File: src/rtl/adc_fe_pkg.sv
// Package adc_fe_pkg
// Shared types and reset values for the serial ADC front end.
// Assumes 8-bit samples; only the channel count varies between builds.
package adc_fe_pkg;

    localparam int BYTE_W = 8;

    typedef logic [BYTE_W-1:0] byte_t;

    // Command byte; bit positions are fixed by the serial protocol
    typedef struct packed {
        logic start;   // bit 7: marks the byte as a command
        logic sel2;    // bit 6
        logic sel1;    // bit 5
        logic sel0;    // bit 4
        logic uni;     // bit 3: unipolar coding when set
        logic sgl;     // bit 2: single-ended when set
        logic pd1;     // bit 1: converter stays awake when set
        logic pd0;     // bit 0: carries no function here
    } cmd_t;

    // Reset value of a channel: steps down by 0x10 from 0xF0
    function automatic byte_t reset_sample(input int idx);
        return byte_t'(240 - idx * 16);
    endfunction

endpackage

File: src/rtl/adc_spi_byte_if.sv
// Module adc_spi_byte_if
// Oversampled SPI mode-0 slave byte shifter. It synchronizes SCLK, CS_n and
// MOSI into clk, assembles MSB-first bytes on SCLK rises, and shifts the
// loaded response out on SCLK falls.
// Assumes clk runs at least about 8x faster than SCLK. While CS_n is high
// the bit counter stays at zero and the response shifter follows tx_byte.
module adc_spi_byte_if
    import adc_fe_pkg::*;
#(
    parameter int SYNC_DEPTH = 2
) (
    input  logic  clk,
    input  logic  rst_n,
    input  logic  sclk,
    input  logic  cs_n,
    input  logic  mosi,
    input  logic  tx_load,
    input  byte_t tx_byte,
    output logic  miso,
    output logic  rx_valid,
    output byte_t rx_byte
);

    localparam int BIT_W = $clog2(BYTE_W);

    logic [SYNC_DEPTH:0]   sclk_q;
    logic [SYNC_DEPTH-1:0] cs_q;
    logic [SYNC_DEPTH-1:0] mosi_q;
    logic [BIT_W-1:0]      bit_cnt;
    logic [BYTE_W-2:0]     rx_sh;
    byte_t                 tx_sh;
    logic                  cs_act, sclk_rise, sclk_fall, mosi_bit;

    // Bring the asynchronous SPI lines into the clk domain
    always_ff @(posedge clk) begin
        if (!rst_n) begin
            sclk_q <= '0;
            cs_q   <= '1;
            mosi_q <= '0;
        end else begin
            sclk_q <= {sclk_q[SYNC_DEPTH-1:0], sclk};
            cs_q   <= {cs_q[SYNC_DEPTH-2:0], cs_n};
            mosi_q <= {mosi_q[SYNC_DEPTH-2:0], mosi};
        end
    end

    assign cs_act    = ~cs_q[SYNC_DEPTH-1];
    assign sclk_rise =  sclk_q[SYNC_DEPTH-1] & ~sclk_q[SYNC_DEPTH];
    assign sclk_fall = ~sclk_q[SYNC_DEPTH-1] &  sclk_q[SYNC_DEPTH];
    assign mosi_bit  =  mosi_q[SYNC_DEPTH-1];

    // Assemble incoming bits; deselect drops any partial byte
    always_ff @(posedge clk) begin
        if (!rst_n) begin
            bit_cnt  <= '0;
            rx_sh    <= '0;
            rx_valid <= 1'b0;
            rx_byte  <= '0;
        end else begin
            rx_valid <= 1'b0;
            if (!cs_act) begin
                bit_cnt <= '0;
            end else if (sclk_rise) begin
                bit_cnt <= bit_cnt + 1'b1;
                rx_sh   <= {rx_sh[BYTE_W-3:0], mosi_bit};
                if (bit_cnt == BIT_W'(BYTE_W - 1)) begin
                    rx_valid <= 1'b1;
                    rx_byte  <= {rx_sh, mosi_bit};
                end
            end
        end
    end

    // Hold the response MSB on MISO and advance it between bit periods
    always_ff @(posedge clk) begin
        if (!rst_n) begin
            tx_sh <= '0;
        end else if (tx_load || !cs_act) begin
            tx_sh <= tx_byte;
        end else if (sclk_fall && bit_cnt != '0) begin
            tx_sh <= {tx_sh[BYTE_W-2:0], 1'b0};
        end
    end

    assign miso = tx_sh[BYTE_W-1];

    // no byte completes while deselected
    p_idle_no_byte_r12: assert property (@(posedge clk) disable iff (!rst_n)
        !cs_act |=> !rx_valid);

    // deselect leaves the bit position at the byte boundary
    p_idle_bitcnt_r12: assert property (@(posedge clk) disable iff (!rst_n)
        !cs_act |=> bit_cnt == '0);

    // deselect restores the pending response on the shifter
    p_idle_reload_r12: assert property (@(posedge clk) disable iff (!rst_n)
        !cs_act |=> tx_sh == $past(tx_byte));

endmodule

File: src/rtl/adc_sample_bank.sv
// Module adc_sample_bank
// Per-channel sample registers and the common reference register, loaded
// through a parallel write port. The channels reset to a descending
// pattern and the reference resets to zero.
// Assumes address NUM_CH selects the reference. Addresses above that are
// not decoded.
module adc_sample_bank
    import adc_fe_pkg::*;
#(
    parameter  int NUM_CH = 8,
    localparam int ADDR_W = $clog2(NUM_CH + 1)
) (
    input  logic                           clk,
    input  logic                           rst_n,
    input  logic                           wr_en,
    input  logic [ADDR_W-1:0]              wr_addr,
    input  byte_t                          wr_data,
    output logic [NUM_CH-1:0][BYTE_W-1:0]  samples,
    output byte_t                          ref_val
);

    for (genvar g = 0; g < NUM_CH; g++) begin : g_chan
        // Load one channel register
        always_ff @(posedge clk) begin
            if (!rst_n) begin
                samples[g] <= reset_sample(g);
            end else if (wr_en && wr_addr == ADDR_W'(g)) begin
                samples[g] <= wr_data;
            end
        end

        // an addressed write lands in its channel
        p_write_lands_r11: assert property (@(posedge clk) disable iff (!rst_n)
            (wr_en && wr_addr == ADDR_W'(g)) |=> samples[g] == $past(wr_data));
    end

    // Load the common reference register
    always_ff @(posedge clk) begin
        if (!rst_n) begin
            ref_val <= '0;
        end else if (wr_en && wr_addr == ADDR_W'(NUM_CH)) begin
            ref_val <= wr_data;
        end
    end

    // a channel write leaves the reference alone
    p_ref_untouched_r11: assert property (@(posedge clk) disable iff (!rst_n)
        (wr_en && wr_addr != ADDR_W'(NUM_CH)) |=> $stable(ref_val));

endmodule

File: src/rtl/adc_conv_decode.sv
// Module adc_conv_decode
// Combinational command decode and arithmetic. It maps the select field to
// a channel for the chosen build, subtracts the reference or the paired
// channel, applies the coding, and splits the result into two bytes.
// Assumes NUM_CH is 4 or 8. All arithmetic wraps modulo 256.
module adc_conv_decode
    import adc_fe_pkg::*;
#(
    parameter  int NUM_CH = 8,
    localparam int CH_W   = $clog2(NUM_CH)
) (
    input  cmd_t                           cmd,
    input  logic [NUM_CH-1:0][BYTE_W-1:0]  samples,
    input  byte_t                          ref_val,
    output byte_t                          res_hi,
    output byte_t                          res_lo
);

    logic [CH_W-1:0] chan;
    byte_t           minuend, subtrahend, measure;

    // Select-field mapping differs between the two builds
    if (NUM_CH == 8) begin : g_map8
        assign chan = {cmd.sel1, cmd.sel0, cmd.sel2};
    end else begin : g_map4
        assign chan = {cmd.sel1, cmd.sel2};
    end

    // Form the measurement and split it across two response bytes
    always_comb begin
        minuend    = samples[chan];
        subtrahend = cmd.sgl ? ref_val : samples[chan ^ CH_W'(1)];
        measure    = minuend - subtrahend;
        if (!cmd.uni) begin
            measure[BYTE_W-1] = ~measure[BYTE_W-1];
        end
        res_hi = {2'b00, measure[BYTE_W-1:2]};
        res_lo = {measure[1:0], 6'b000000};
    end

endmodule

File: src/rtl/adc_ctrl_frontend.sv
// Module adc_ctrl_frontend
// Top of the serial ADC front end. It accepts command bytes, keeps the
// sleep state, the response position and the two result bytes, chooses
// each byte's response, and raises the conversion pulse and flag.
// Assumes one response of latency: the byte chosen for exchange k goes out
// on MISO during exchange k+1.
module adc_ctrl_frontend
    import adc_fe_pkg::*;
#(
    parameter  int NUM_CH     = 8,
    parameter  int SYNC_DEPTH = 2,
    localparam int ADDR_W     = $clog2(NUM_CH + 1)
) (
    input  logic              clk,
    input  logic              rst_n,
    input  logic              spi_sclk,
    input  logic              spi_cs_n,
    input  logic              spi_mosi,
    output logic              spi_miso,
    input  logic              smp_wr_en,
    input  logic [ADDR_W-1:0] smp_wr_addr,
    input  logic [7:0]        smp_wr_data,
    input  logic              irq_clr,
    output logic              conv_pulse,
    output logic              conv_irq
);

    localparam int POS_W = 2;

    logic                          rx_valid, resp_load, awake, awake_n;
    logic                          take_cmd, do_conv;
    byte_t                         rx_byte, resp_q, resp_n;
    byte_t                         rb_hi, rb_lo, hi_n, lo_n, dec_hi, dec_lo, ref_val;
    cmd_t                          cmd;
    logic [POS_W-1:0]              pos, pos_base, pos_n;
    logic [NUM_CH-1:0][BYTE_W-1:0] samples;

    adc_spi_byte_if #(.SYNC_DEPTH(SYNC_DEPTH)) u_spi (
        .clk     (clk),
        .rst_n   (rst_n),
        .sclk    (spi_sclk),
        .cs_n    (spi_cs_n),
        .mosi    (spi_mosi),
        .tx_load (resp_load),
        .tx_byte (resp_q),
        .miso    (spi_miso),
        .rx_valid(rx_valid),
        .rx_byte (rx_byte)
    );

    adc_sample_bank #(.NUM_CH(NUM_CH)) u_bank (
        .clk    (clk),
        .rst_n  (rst_n),
        .wr_en  (smp_wr_en),
        .wr_addr(smp_wr_addr),
        .wr_data(smp_wr_data),
        .samples(samples),
        .ref_val(ref_val)
    );

    assign cmd = cmd_t'(rx_byte);

    adc_conv_decode #(.NUM_CH(NUM_CH)) u_dec (
        .cmd    (cmd),
        .samples(samples),
        .ref_val(ref_val),
        .res_hi (dec_hi),
        .res_lo (dec_lo)
    );

    // Apply the received byte first, then pick its response
    always_comb begin
        take_cmd = rx_valid && cmd.start;
        do_conv  = take_cmd && cmd.pd1;
        awake_n  = take_cmd ? cmd.pd1 : awake;
        pos_base = take_cmd ? '0 : pos;
        hi_n     = do_conv ? dec_hi : rb_hi;
        lo_n     = do_conv ? dec_lo : rb_lo;
        resp_n   = '0;
        if (awake_n) begin
            case (pos_base)
                POS_W'(1): resp_n = hi_n;
                POS_W'(2): resp_n = lo_n;
                default:   resp_n = '0;
            endcase
        end
        pos_n = pos_base;
        if (awake_n && pos_base != '1) begin
            pos_n = pos_base + 1'b1;
        end
    end

    // Commit the byte's effect on mode, position, results and response
    always_ff @(posedge clk) begin
        if (!rst_n) begin
            awake     <= 1'b0;
            pos       <= '0;
            rb_hi     <= '0;
            rb_lo     <= '0;
            resp_q    <= '0;
            resp_load <= 1'b0;
        end else begin
            resp_load <= rx_valid;
            if (rx_valid) begin
                awake  <= awake_n;
                pos    <= pos_n;
                rb_hi  <= hi_n;
                rb_lo  <= lo_n;
                resp_q <= resp_n;
            end
        end
    end

    // Conversion pulse and sticky flag; a set beats a clear
    always_ff @(posedge clk) begin
        if (!rst_n) begin
            conv_pulse <= 1'b0;
            conv_irq   <= 1'b0;
        end else begin
            conv_pulse <= do_conv;
            if (do_conv) begin
                conv_irq <= 1'b1;
            end else if (irq_clr) begin
                conv_irq <= 1'b0;
            end
        end
    end

    // a waking command restarts the sequence and consumes position 0
    p_restart_pos_r3: assert property (@(posedge clk) disable iff (!rst_n)
        (rx_valid && rx_byte[7] && rx_byte[1]) |=> pos == POS_W'(1));

    // a sleeping converter has nothing but zero queued
    p_sleep_silent_r3: assert property (@(posedge clk) disable iff (!rst_n)
        !awake |-> resp_q == '0);

    // a non-command byte raises no pulse
    p_nocmd_no_pulse_r2: assert property (@(posedge clk) disable iff (!rst_n)
        (rx_valid && !rx_byte[7]) |=> !conv_pulse);

    // a non-command byte keeps the sleep state
    p_nocmd_keeps_mode_r2: assert property (@(posedge clk) disable iff (!rst_n)
        (rx_valid && !rx_byte[7]) |=> awake == $past(awake));

    // the pulse lasts a single cycle
    p_pulse_single_r10: assert property (@(posedge clk) disable iff (!rst_n)
        conv_pulse |=> !conv_pulse);

    // the flag is up whenever the pulse is
    p_flag_with_pulse_r10: assert property (@(posedge clk) disable iff (!rst_n)
        conv_pulse |-> conv_irq);

endmodule

File: config.mk
export PLATFORM = sky130hd
export DESIGN_NAME = adc_ctrl_frontend
export DESIGN_NICKNAME = d
export VERILOG_FILES = /design/src/rtl/adc_fe_pkg.sv /design/src/rtl/adc_spi_byte_if.sv /design/src/rtl/adc_sample_bank.sv /design/src/rtl/adc_conv_decode.sv /design/src/rtl/adc_ctrl_frontend.sv
export SDC_FILE = /design/constraint.sdc
export NUM_CORES = 1
export LEC_CHECK = 0
export BUFFER_PORTS_ARGS = -buffer_cell sky130_fd_sc_hd__buf_2
export CORE_MARGIN = 1.5
export CORE_UTILIZATION = 40
export DETAILED_ROUTE_END_ITERATION = 8
export PLACE_DENSITY = 0.61
export SETUP_SLACK_MARGIN = 0.02
export SLEW_MARGIN = 20
export SYNTH_ARGS = -nofsm -noshare
export SYNTH_HDL_FRONTEND = slang
export SYNTH_SLANG_ARGS = --single-unit
File: constraint.sdc
create_clock -name clk -period 5.7 [get_ports clk]
set_input_delay 0.57 -clock clk [delete_from_list [all_inputs] [get_ports clk]]
set_output_delay 0.57 -clock clk [all_outputs]
set_load 0.005 [all_outputs]
== After elaboration in Yosys (flattened, before gate mapping) ==
Index checks and enable logic that the tools add are counted.

* Bitwise operators: 9
* $add $sub $neg: 3
* Muxes and demuxes: 18
* Reduce and logical (&&, ||, !) cells: 22
* Equal/unequal tests: 12
* Order comparisons: 2

{| class="wikitable"
|+ Operators with widths
! cell !! number
|-
| $mux W8 || 8
|-
| $bmux W8 S3 || 2
|-
| $eq A4 B3 Y1 const B || 4
|-
| $pmux W8 S2 || 1
|-
| $logic_and A1 B1 Y1 || 13
|-
| $eq A4 B2 Y1 const B || 2
|-
| $lt A3 B4 Y1 const B || 2
|-
| $sub A8 B8 Y8 || 1
|-
| $not A1 Y1 || 7
|-
| $mux W1 || 5
|-
| $eq A4 B1 Y1 const B || 1
|-
| $eq A4 B4 Y1 const B || 1
|-
| $logic_not A4 Y1 || 1
|-
| $mux W2 || 2
|-
| $reduce_bool A2 Y1 || 2
|-
| $add A3 B1 Y3 const B || 1
|-
| $eq A3 B3 Y1 const B || 1
|-
| $reduce_and A3 Y1 || 1
|-
| $reduce_bool A3 Y1 || 1
|-
| $reduce_or A3 Y1 || 1
|-
| $add A2 B1 Y2 const B || 1
|-
| $and A1 B1 Y1 || 2
|-
| $eq A2 B1 Y1 const B || 1
|-
| $eq A2 B2 Y1 const B || 1
|-
| other kinds (4) || 4
|}

* Bits of input ports: 19
* Output and inout bits: 3
* Word-level logic and storage cells: 91
* Register bits after elaboration: 136

== Longest topological paths before layout ==
Gate-level depths: netlist (run 1).

* Depth after elaboration: 10
* Gate-level depth with buffers: 16

== Cells and area by module ==
Synthesis (run 1) repeated with hierarchy kept, for this count alone.

* Cell total of the unflattened synthesis: 667
* Area total of the unflattened synthesis: 6553.8 µm²

{| class="wikitable"
|+ By module, submodules not included
! module !! times used !! area each (µm²) !! seq. area each (µm²) !! cells an instance
|-
| adc_sample_bank || 1 || 2723.9 || 1441.4 || 267
|-
| adc_spi_byte_if || 1 || 1347.5 || 680.7 || 143
|-
| adc_conv_decode || 1 || 1331.3 || 0.0 || 145
|-
| adc_ctrl_frontend || 1 || 1151.1 || 600.6 || 112
|}

== Worst setup path after synthesis (run 1) ==
Ideal clock, no wire load.

* Path type: register to register
* From: register u_spi.rx_byte[4]
* To: register resp_q[3]
* Buffers on the path: 2
* Required time: 5.580 ns
* Clock period less this slack: 3.639 ns
* Path slack: 2.061 ns
* Library setup time: 0.120 ns
* Cell stages (with the launch flop): 15
* Arrival: 3.519 ns
* Cells stage by stage: dfxtp_1 clkbuf_1 buf_1 mux4_2 mux2i_1 nor2_1 a21oi_1 ha_1 nor2b_1 o21a_1 o21a_1 o21ai_0 nor3b_1 nor4_1 o31a_1

* Cells in the longest elaborated chain, start to end: 7

{| class="wikitable"
|+ Ends and longest elaborated chain
! element !! RTL line !! text
|-
| start, declared || adc_spi_byte_if.sv:21 || <nowiki>output byte_t rx_byte</nowiki>
|-
| start signal, assigned || adc_spi_byte_if.sv:68 || <nowiki>rx_byte <= {rx_sh, mosi_bit};</nowiki>
|-
| $bmux W8 S3 || adc_conv_decode.sv:32 || <nowiki>subtrahend = cmd.sgl ? ref_val : samples[chan ^ CH_W'(1)];</nowiki>
|-
| $mux W8 (not written as such) || adc_conv_decode.sv:32 ||
|-
| $mux W8 || adc_conv_decode.sv:32 ||
|-
| $sub A8 B8 Y8 * || adc_conv_decode.sv:33 || <nowiki>measure = minuend - subtrahend;</nowiki>
|-
| $mux W8 * || adc_ctrl_frontend.sv:77 || <nowiki>hi_n = do_conv ? dec_hi : rb_hi;</nowiki>
|-
| $pmux W8 S2 * || adc_ctrl_frontend.sv:81 || <nowiki>case (pos_base)</nowiki>
|-
| $mux W8 * || adc_ctrl_frontend.sv:80 || <nowiki>if (awake_n) begin</nowiki>
|-
| end signal, assigned || adc_ctrl_frontend.sv:109 || <nowiki>resp_q <= resp_n;</nowiki>
|-
| end, declared || adc_ctrl_frontend.sv:32 || <nowiki>byte_t rx_byte, resp_q, resp_n;</nowiki>
|}

Every way passes the cells marked *; elsewhere a longest branch is shown, timed or not. The select of a mux whose other input is x is not followed.
A chain may end at the register's enable or synchronous reset.

== Worst setup path in the final report (run 1) ==
Ends and elaborated chain as after synthesis.

==> results.md, run 1 <==
- Area grow syn2layout: 12.9%
- Peak supply drop: between 0.0002 and 0.00025 V
- Minimum clock period: 3.74 ns
- Worst Tran Pin Value: ~0.95 ns
- Wirelength per Cell: 15.8 µm
- Required @ worst endpoint: 6.00 ns
- Post-synth EDFFs: 0
- Most frequent cells after synthesis: dfxtp_1 (135), mux2i_1 (82), nand2_1 (75), nor2b_1 (65), clkbuf_1 (36)
- Unique masters post-synth: 40
- CTS H-tree depth: 4
- Cts hold-fix bufs: 0
- Mapped Cells: 640
- Grt total ovfl: 0
- Seq/Total Area, Yosys: 0.417
- # diodes: 0
- Core Region: approximately 16000 µm²
- # port buffers: 21
- Post-synthesis simple-gate area fraction: 0.177
- Yosys warnings: 0
- Fin crit share: 0.656
- Cell leakage power: roughly 2.8 nW
- Die Wd: ~130 µm
- CTS buffer count: 17
- GRT Resource Usage Total: 0.175
- Vias in the first global route: about 4.5k
- RSZ-0062 raised after global routing: no
- Fraction of registers with async set/reset: 0
- Final core utilization: 0.462
- Final #Nets: 667
- Top FF cell, synth: dfxtp_1
- Max cap viols: 0
- Max-slew violation count: 0
- Most frequent cell after synthesis: dfxtp_1
- Worst-path maximum fanout: 15
- DR iter-0 viols: roughly 190
- Global-route wire length before repair: 22.8 mm
- Worst Skew: between 0.009 and 0.01 ns
- Mux cell area share after synthesis: 0.250
- Design Power: ~2.2 mW
- Part of the power in registers: 0.447
- I/O pins: 22
- CTS max path bufs: 2
- Status: complete, no violations
- Area share of the largest cell type after synthesis: 0.417
- Final setup viols: 0
- Synth Area in Compound Gates: 0.0805
- Syn avg cell area: about 10 µm²
- Vias per cell: approximately 5.2
- Starting Density: 0.409
- Pre-antenna DRT Iters: 4
- Multi-input gate area: ~3500 µm²
- CTS tree: yes
- # fillers: between 1k and 1.5k
- Post-Synth Adder-Cell Area: 0.0282
- Reported net switching power: 0.444 mW
- Sw Share: 0.206
- Vias: around 4.5k
- TNS Setup: 0 ns
- Critical Path Start Type: register
- Area of the mapped netlist: around 6500 µm²
- Final Wtd Congestion: 0.753
- Clock share of power: 0.516
- Syn nets: between 600 and 700
- WP data arrival: 4.04 ns
- Hold/Removal Path Class: in -> reg
- CTS root buffer: clkbuf_16
- Initial antenna violation count: 1
- Post-Synth XOR/XNOR Area: 0.00946
- Storage element area: around 2700 µm²
- Pwr/cell area: roughly 290 nW/µm²
- Routed WL: ~14 mm
- Endpoints failing hold: 0
- Crit path kind: reg -> reg
- Comb power frac: 0.037
- Clk_lat worst skew: 0.42 ns
- HPWL reported at the end of detailed placement: roughly 8.7 mm
- Die Area: 17000 µm²
- Reg clk slew, reported paths: roughly 0.050 ns
- Post-synthesis register bit count: 135
- Num rows: 46
- Top post-synthesis cells by area: dfxtp_1 (42%), mux2i_1 (13%), mux4_2 (11%)
- Layout cell share with drive strength beyond 1: 0.149
- Fmax: ~0.27 GHz
- Largest family of logic cells by synthesized area: multiplexers
- Postcts setup bufs: 0
- Critical Path End Type: register
- Internal Dissipation: between 1.5 and 2 mW
- Slew HR: 0.362
- Die Ht: 130 µm
- Clock sink count: between 100 and 150
- Drt drc: 0
- Post-CTS resize count: 0
- Area leader, netlist: dfxtp_1
- Antenna-violating nets left: 0
- Largest net degree at the start of global routing: 135
## power by group through the flow
stage / Combinational [mW] / Clock, mW / Sequential, mW
after floorplan: 0.0609 / 0 / 0.979
after global placement: 0.0785 / 0 / 0.981
after detailed placement: 0.0806 / 0 / 0.981
after CTS: 0.0808 / 1.13 / 0.961
final: 0.0800 / 1.11 / 0.962
after global routing: 0.0883 / 1.18 / 0.962
## path summary, 6_finish.rpt
kind / from / end / slack [ns] / cells past startpoint
max reg2reg: u_spi.rx_byte[4] / resp_q[3] / 1.96 / 12
max: u_spi.rx_byte[4] / resp_q[3] / 1.96 / 12
min: spi_cs_n / u_spi.cs_q[0] / 0.34 / 2
min reg2reg: u_spi.cs_q[0] / u_spi.cs_q[1] / 0.42 / 1
## metrics by stage
stage | hold WS, ns | cells | worst slack (ns) | cell area (µm²)
5_1_grt | 0.318 | 862 | 1.66 | 7310
6_report | 0.336 | 862 | 1.96 | 7310
2_1_floorplan | 0.386 | 640 | 2.06 | 6480
4_1_cts | 0.320 | 862 | 1.88 | 7310
3_5_place_dp | 0.407 | 831 | 1.96 | 6710
3_3_place_gp | 0.400 | 831 | 2.08 | 6710
## kinds of logic after synthesis
kind of cell	Yosys count
XOR/XNOR	7
flip-flops	135
AO/OA/AOI/OAI	77
adder cells (fa/ha/maj)	14
buffers and inverters	65
multiplexers	121
AND/OR/NAND/NOR	221
## final cells by class
type / count / area share
repair buffers: 27 / 0.0214
flip-flops and latches: 135 / 0.370
inverters: 13 / 0.00667
multi-input cells: 440 / 0.483
clock inverters: 8 / 0.0166
clock buffers: 23 / 0.0653
well taps: 216 / 0.0369
## state kept, by name (all words and copies together), names as in the netlist
| name | cells |
|---|---|
| awake | 1 |
| conv_irq | 1 |
| conv_pulse | 1 |
| pos | 2 |
| rb_hi | 8 |
| rb_lo | 8 |
| resp_load | 1 |
| resp_q | 8 |
| u_bank.ref_val | 8 |
| u_bank.samples | 64 |
| u_spi.bit_cnt | 3 |
| u_spi.cs_q | 2 |
| u_spi.mosi_q | 2 |
| u_spi.rx_byte | 7 |
| u_spi.rx_sh | 7 |
| u_spi.rx_valid | 1 |
| u_spi.sclk_q | 3 |
| u_spi.tx_sh | 8 |
## worst max-delay path: stages, from the launching register on
cell and delay [ns]:
dfxtp_1 0.83, mux4_2 0.60, mux2i_1 0.14, nor2_1 0.06, a21oi_1 0.25, ha_1 0.28, nor2b_1 0.13, o21a_1 0.17
o21a_1 0.19, o21ai_0 0.25, nor3b_1 0.31, nor4_1 0.09, o31a_1 0.33
## cell usage in the layout (no fill, tap or decap), types with 6 or more instances in the layout
cell type,instances
buf_4,6
mux2_2,7
a21oi_1,14
nor2_1,17
o211a_1,7
nand2_1,75
buf_2,20
clkbuf_16,17
a21boi_0,14
mux4_2,32
o21ai_0,16
ha_1,13
dfxtp_1,134
nor2b_1,65
inv_1,13
mux2i_1,82
nand3_1,15
and2_1,17
and3_1,11
## metal layers
| layer | track usage | routed length, µm | vias up | share of wire |
|---|---|---|---|---|
| li1 | - | - | 2225 | - |
| met3 | 0.0554 | 605 | 16 | 0.044 |
| met4 | 0.0516 | 150 | 2 | 0.011 |
| met5 | 0 | 10 | - | 0.00073 |
| met2 | 0.289 | 6460 | 65 | 0.47 |
| met1 | 0.220 | 6390 | 2196 | 0.47 |
(Power assumes the default switching activity.)
==> run 2: changes to the inputs <==
==> constraint.sdc (replaced) <==
create_clock -name clk -period 3.75 [get_ports clk]
set_input_delay 0.375 -clock clk [delete_from_list [all_inputs] [get_ports clk]]
set_output_delay 0.375 -clock clk [all_outputs]
set_load 0.005 [all_outputs]
==> run 2 against run 1 <==
  * Die area unchanged
  * Clock-buffer cell count down 3
  * Routed wire length up 0.21%
  * Via count up 0.95%
==> results.md, run 2 (synthesis results as in run 1) <==
- Cells after DPL: ~840
- I/O pins: 22
- Met3 usage: 0.0492
- Flop2flop setup slack: 0.40 ns
- Hold path depth: 2
- Pwr/cell area: 461 nW/µm²
- Max cap viols: 0
- R2R Path Start: u_spi.rx_byte[4]
- Max-slew violation count: 0
- RSZ-0062 raised after global routing: no
- Crit path cell chain: buf_4 -> mux4_2 -> mux2i_1 -> nor2_1 -> a21oi_1 -> ha_1 -> o21a_1 -> o21a_1 -> o21ai_0 -> nor3b_1 -> nor4_1 -> o31a_1
- Fin crit share: 0.892
- Final #Nets: 673
- Hold EP: u_spi.cs_q[0]
- Worst Skew: roughly 0.0062 ns
- Post-Place Cell Area: approximately 6800 µm²
- HPWL reported at the end of detailed placement: about 9.4 mm
- Endpoints failing hold: 0
- Die Area: roughly 17000 µm²
- GRT Resource Usage Total: 0.176
- R2R depth: 12
- Worst-path maximum fanout: 26
- Crit path kind: reg -> reg
- TNS Setup: 0 ns
- Flip-flop count of the largest register after layout: 64
- WP depth: 12
- Worst Tran Pin Value: between 1 and 1.5 ns
- Final instance area: between 7000 and 8000 µm²
- Cell leakage power: between 2 and 3 nW
- Biggest register: u_bank.samples
- CTS H-tree depth: 4
- DR iter-0 viols: around 230
- M1 GR Usage: 0.227
- Peak supply drop: 0.000332 V
- Core Region: 15800 µm²
- Die Ht: around 130 µm
- Vias in the first global route: ~4.5k
- Most frequent cells in the layout: dfxtp_1 (134), mux2i_1 (82), nand2_1 (75)
- CP dominant cell by count: o21a_1
- CTS max path bufs: 2
- # port buffers: 21
- CP max-delay cell: mux4_2
- Status: complete, no violations
- PnR worst setup slack: around 0.4 ns
- WP data arrival: roughly 3.7 ns
- Minimum clock period: approximately 3.3 ns
- Vias: ~4.5k
- Final setup viols: 0
- # diodes: 0
- Wirelength per Cell: roughly 16 µm
- Antenna-violating nets left: 0
- Global-route wire length before repair: around 23 mm
- Buf/Inv on CP: 1
- Clock sink count: 135
- Gr busiest metal: met2
- M2 GR Usage: 0.283
- Fin cells: slightly below 900
- Die Wd: 130 µm
- Post-CTS resize count: 0
- Area grow syn2layout: 14.3%
- Critical Path Start Type: register
- Final Wtd Congestion: ~0.8
- CTS buffer count: 17
- Largest net degree at the start of global routing: 96
- Required @ worst endpoint: 4.06 ns
- Terminus of the critical flop-to-flop path: resp_q[3]
- Pre-antenna DRT Iters: 4
- Slew HR: 0.300
- Starting Density: 0.409
- Cts hold-fix bufs: 0
- Num rows: 46
- Clk_lat worst skew: 0.42 ns
- Vias per cell: ~5.2
- Fmax: 0.299 GHz
- Hold_sp: spi_cs_n
- Drt drc: 0
- Layout cell share with drive strength beyond 1: 0.159
- Placement Setup Slack: ~0.42 ns
- # fillers: about 1.5k
- CTS root buffer: clkbuf_16
- Crit-path max cell delay: 0.56 ns
- Grt total ovfl: 0
- Critical Path End Type: register
- Routed WL: about 14 mm
- Reg clk slew, reported paths: about 0.060 ns
- Postcts setup bufs: 0
- CTS tree: yes
- Initial antenna violation count: 0
- Hold/Removal Path Class: in -> reg
- Top delay family on crit path: compound AO/OA/AOI/OAI gates
- Commonest non-fill, non-tap cell in the layout: dfxtp_1
## run 2: changes by cell type in the layout (fill, tap and decap cells not counted), sizes merged
cell	change
buf	+6
clkbuf	-3
bufinv	+2
clkinv	+2
## run 2: worst max path at each step
stage                      to              from
floorplan           resp_q[3]  u_spi.rx_byte[4]
global placement    resp_q[3]  u_spi.rx_byte[4]
detailed placement  resp_q[3]  u_spi.rx_byte[4]
CTS                 resp_q[3]  u_spi.rx_byte[4]
global route        resp_q[3]  u_spi.rx_byte[4]
finish              resp_q[3]  u_spi.rx_byte[4]
## run 2: final cells by class
type                    instances  area (µm²)  area share
inverters                      13        48.8     0.00659
flip-flops and latches        135        2700       0.365
clock buffers                  20         457      0.0617
well taps                     216         270      0.0365
multi-input cells             440        3530       0.477
repair buffers                 33         198      0.0267
clock inverters                12         199      0.0269
## run 2: layer usage
| layer | up-vias | share of wire |
|---|---|---|
| met5 | - | 0 |
| met4 | 0 | 0.015 |
| met3 | 19 | 0.040 |
| met2 | 66 | 0.47 |
| met1 | 2219 | 0.47 |
| li1 | 2243 | - |
## run 2: stage by stage
stage | hold slack [ns] | utilization | total power, mW
6_report | 0.145 | 0.468 | 3.42
5_1_grt | 0.140 | 0.468 | 3.54
4_1_cts | 0.131 | 0.468 | 3.45
3_5_place_dp | 0.418 | 0.427 | 1.62
3_3_place_gp | 0.400 | 0.427 | 1.61
2_1_floorplan | 0.386 | - | 1.58
## run 2: report_power, final
part | leakage [nW] | switching, mW | internal [mW] | total (mW)
Sequential | 1.09 | 0.0113 | 1.45 | 1.46
Clock | 0.320 | 0.618 | 1.21 | 1.83
Combinational | 1.44 | 0.0673 | 0.0549 | 0.122
Total | 2.85 | 0.696 | 2.72 | 3.42
## run 2: worst register-to-register path, cell delays in order (launching register included)
cell     delay, ns
dfxtp_1       0.41
buf_4         0.39
mux4_2        0.57
mux2i_1       0.17
nor2_1        0.05
a21oi_1       0.12
ha_1          0.28
o21a_1        0.14
o21a_1        0.19
o21ai_0       0.24
nor3b_1       0.31
nor4_1        0.08
o31a_1        0.29
==> run 3: changes to the inputs <==
==> constraint.sdc (replaced) <==
create_clock -name clk -period 3.75 [get_ports clk]
set_input_delay 0.5625 -clock clk [delete_from_list [all_inputs] [get_ports clk]]
set_output_delay 0.5625 -clock clk [all_outputs]
set_load 0.005 [all_outputs]
==> run 3 against run 2 <==
  * Via count shrank 1.2%
  * Worst hold slack better by 0.18 ns
  * Highest routed layer unchanged
  * Clock power barely moved
  * Critical path depth shrank 3
  * First-iteration DRC count rose by 38%
  * Critical path type unchanged
  * Utilization grew 0.079 points
  * Cell area rose by 0.17%
  * Register-to-register slack gained 0.11 ns
  * Combinational power barely moved
==> results.md, run 3 (synthesis results as in run 1) <==
- Status: complete, no violations
- CTS max path bufs: 2
- Starting Density: 0.409
- Internal Dissipation: 2.74 mW
- CTS buffer count: 17
- # diodes: 0
- Global-route wire length before repair: about 23 mm
- Postcts setup bufs: 0
- Cell leakage power: about 2.9 nW
- Core Region: ~16000 µm²
- Worst Tran Pin Value: between 0.9 and 1 ns
- Drt drc: 0
- Final Wtd Congestion: 0.802
- Max-slew violation count: 0
- Part of the power in registers: 0.424
- Antenna-violating nets left: 0
- Sw Share: 0.205
- GRT Resource Usage Total: 0.175
- Hold/Removal Path Class: in -> reg
- Most frequent cells in the layout: dfxtp_1 (134), mux2i_1 (82), nand2_1 (75)
- Peak supply drop: 0.000330 V
- Cts hold-fix bufs: 0
- Multi-input gate area: roughly 3500 µm²
- I/O pins: 22
- WP data arrival: ~3.5 ns
- Comb power frac: 0.036
- Routed WL: 13.5 mm
- Die Area: 17000 µm²
- Post-Place Cell Area: between 6000 and 7000 µm²
- Initial antenna violation count: 0
- Vias per cell: roughly 5.2
- DR iter-0 viols: between 300 and 400
- RSZ-0062 raised after global routing: no
- Critical Path Start Type: register
- Area grow syn2layout: 14.5%
- CTS tree: yes
- Pwr/cell area: approximately 460 nW/µm²
- Die Wd: approximately 130 µm
- # port buffers: 21
- Die Ht: roughly 130 µm
- Clk_lat worst skew: roughly 0.43 ns
- Num rows: between 40 and 50
- Biggest register: u_bank.samples
- Vias: 4492
- Required @ worst endpoint: just over 4 ns
- Storage element area: around 2700 µm²
- Critical Path End Type: register
- Placement Setup Slack: roughly 0.51 ns
- Clock share of power: 0.540
- Layout cell share with drive strength beyond 1: 0.162
- Crit path cell chain: buf_4 -> mux4_2 -> mux2_2 -> ha_1 -> o21a_1 -> o21ai_0 -> nor3b_1 -> nor4_1 -> o31a_1
- Top delay family on crit path: multiplexers
- Clock sink count: 135
- PnR worst setup slack: around 0.51 ns
- Final #Nets: approximately 670
- CTS H-tree depth: 4
- Vias in the first global route: approximately 4.4k
- Largest net degree at the start of global routing: 95
- Fin cells: approximately 870
- Buf/Inv on CP: 1
- CTS root buffer: clkbuf_16
- Flip-flop count of the largest register after layout: 64
- Worst Skew: between 0.01 and 0.015 ns
- # fillers: 1482
- Final instance area: ~7400 µm²
- CP max-delay cell: mux4_2
- Slew HR: 0.341
- Reg clk slew, reported paths: ~0.060 ns
- HPWL reported at the end of detailed placement: just over 9 mm
- Fmax: about 0.3 GHz
- Max cap viols: 0
- Min Hold Slack: 0.326 ns
- Reported net switching power: around 0.7 mW
- Grt total ovfl: 0
- Wirelength per Cell: approximately 16 µm
- Cells after DPL: roughly 840
- Crit-path max cell delay: 0.54 ns
- Crit path kind: reg -> reg
- TNS Setup: 0 ns
- Fin crit share: 0.864
- Final setup viols: 0
- Pre-antenna DRT Iters: 5
- Minimum clock period: around 3.2 ns
- Worst-path maximum fanout: 21
- Post-CTS resize count: 0
- Endpoints failing hold: 0
- Commonest non-fill, non-tap cell in the layout: dfxtp_1
run 3: path summary, 6_finish.rpt:
kind	slack (ns)	endpoint	cells after the start	from
hold reg to reg	0.42	u_spi.cs_q[1]	1	u_spi.cs_q[0]
setup reg to reg	0.51	resp_q[3]	9	u_spi.rx_byte[6]
hold / removal	0.33	u_spi.cs_q[0]	2	spi_cs_n
setup / recovery	0.51	resp_q[3]	9	u_spi.rx_byte[6]
run 3: power by group through the flow:
| stage | sequential, mW | clock (mW) | combinational, mW |
|---|---|---|---|
| 4_1_cts | 1.46 | 1.90 | 0.123 |
| 5_1_grt | 1.46 | 1.97 | 0.136 |
| 3_3_place_gp | 1.49 | 0 | 0.120 |
| 3_5_place_dp | 1.49 | 0 | 0.123 |
| 2_1_floorplan | 1.49 | 0 | 0.0925 |
| 6_report | 1.46 | 1.86 | 0.122 |
run 3: area by class of cell:
cell class,instances,area share
clock inverter,12,0.0265
timing repair buffer,33,0.0266
tap,216,0.0364
inverter,13,0.00658
sequential,135,0.364
clock buffer,20,0.0629
multi-input combinational,440,0.477
run 3: metrics by stage:
| step | total power [mW] | util |
|---|---|---|
| floorplan | 1.58 | - |
| global placement | 1.61 | 0.427 |
| detailed placement | 1.62 | 0.427 |
| CTS | 3.49 | 0.468 |
| global route | 3.57 | 0.469 |
| finish | 3.44 | 0.469 |
run 3: layer usage:
metal	part of all wire	global-route usage
met1	0.49	0.239
met2	0.46	0.269
met3	0.035	0.0459
met4	0.0099	0.0575
met5	0	0
run 3: worst reg2reg max path, stage by stage, from the launching register on:
cell and delay, ns:
dfxtp_2 0.53, buf_4 0.38, mux4_2 0.54, mux2_2 0.28, ha_1 0.33, o21a_1 0.14
o21ai_0 0.25, nor3b_1 0.30, nor4_1 0.09, o31a_1 0.30
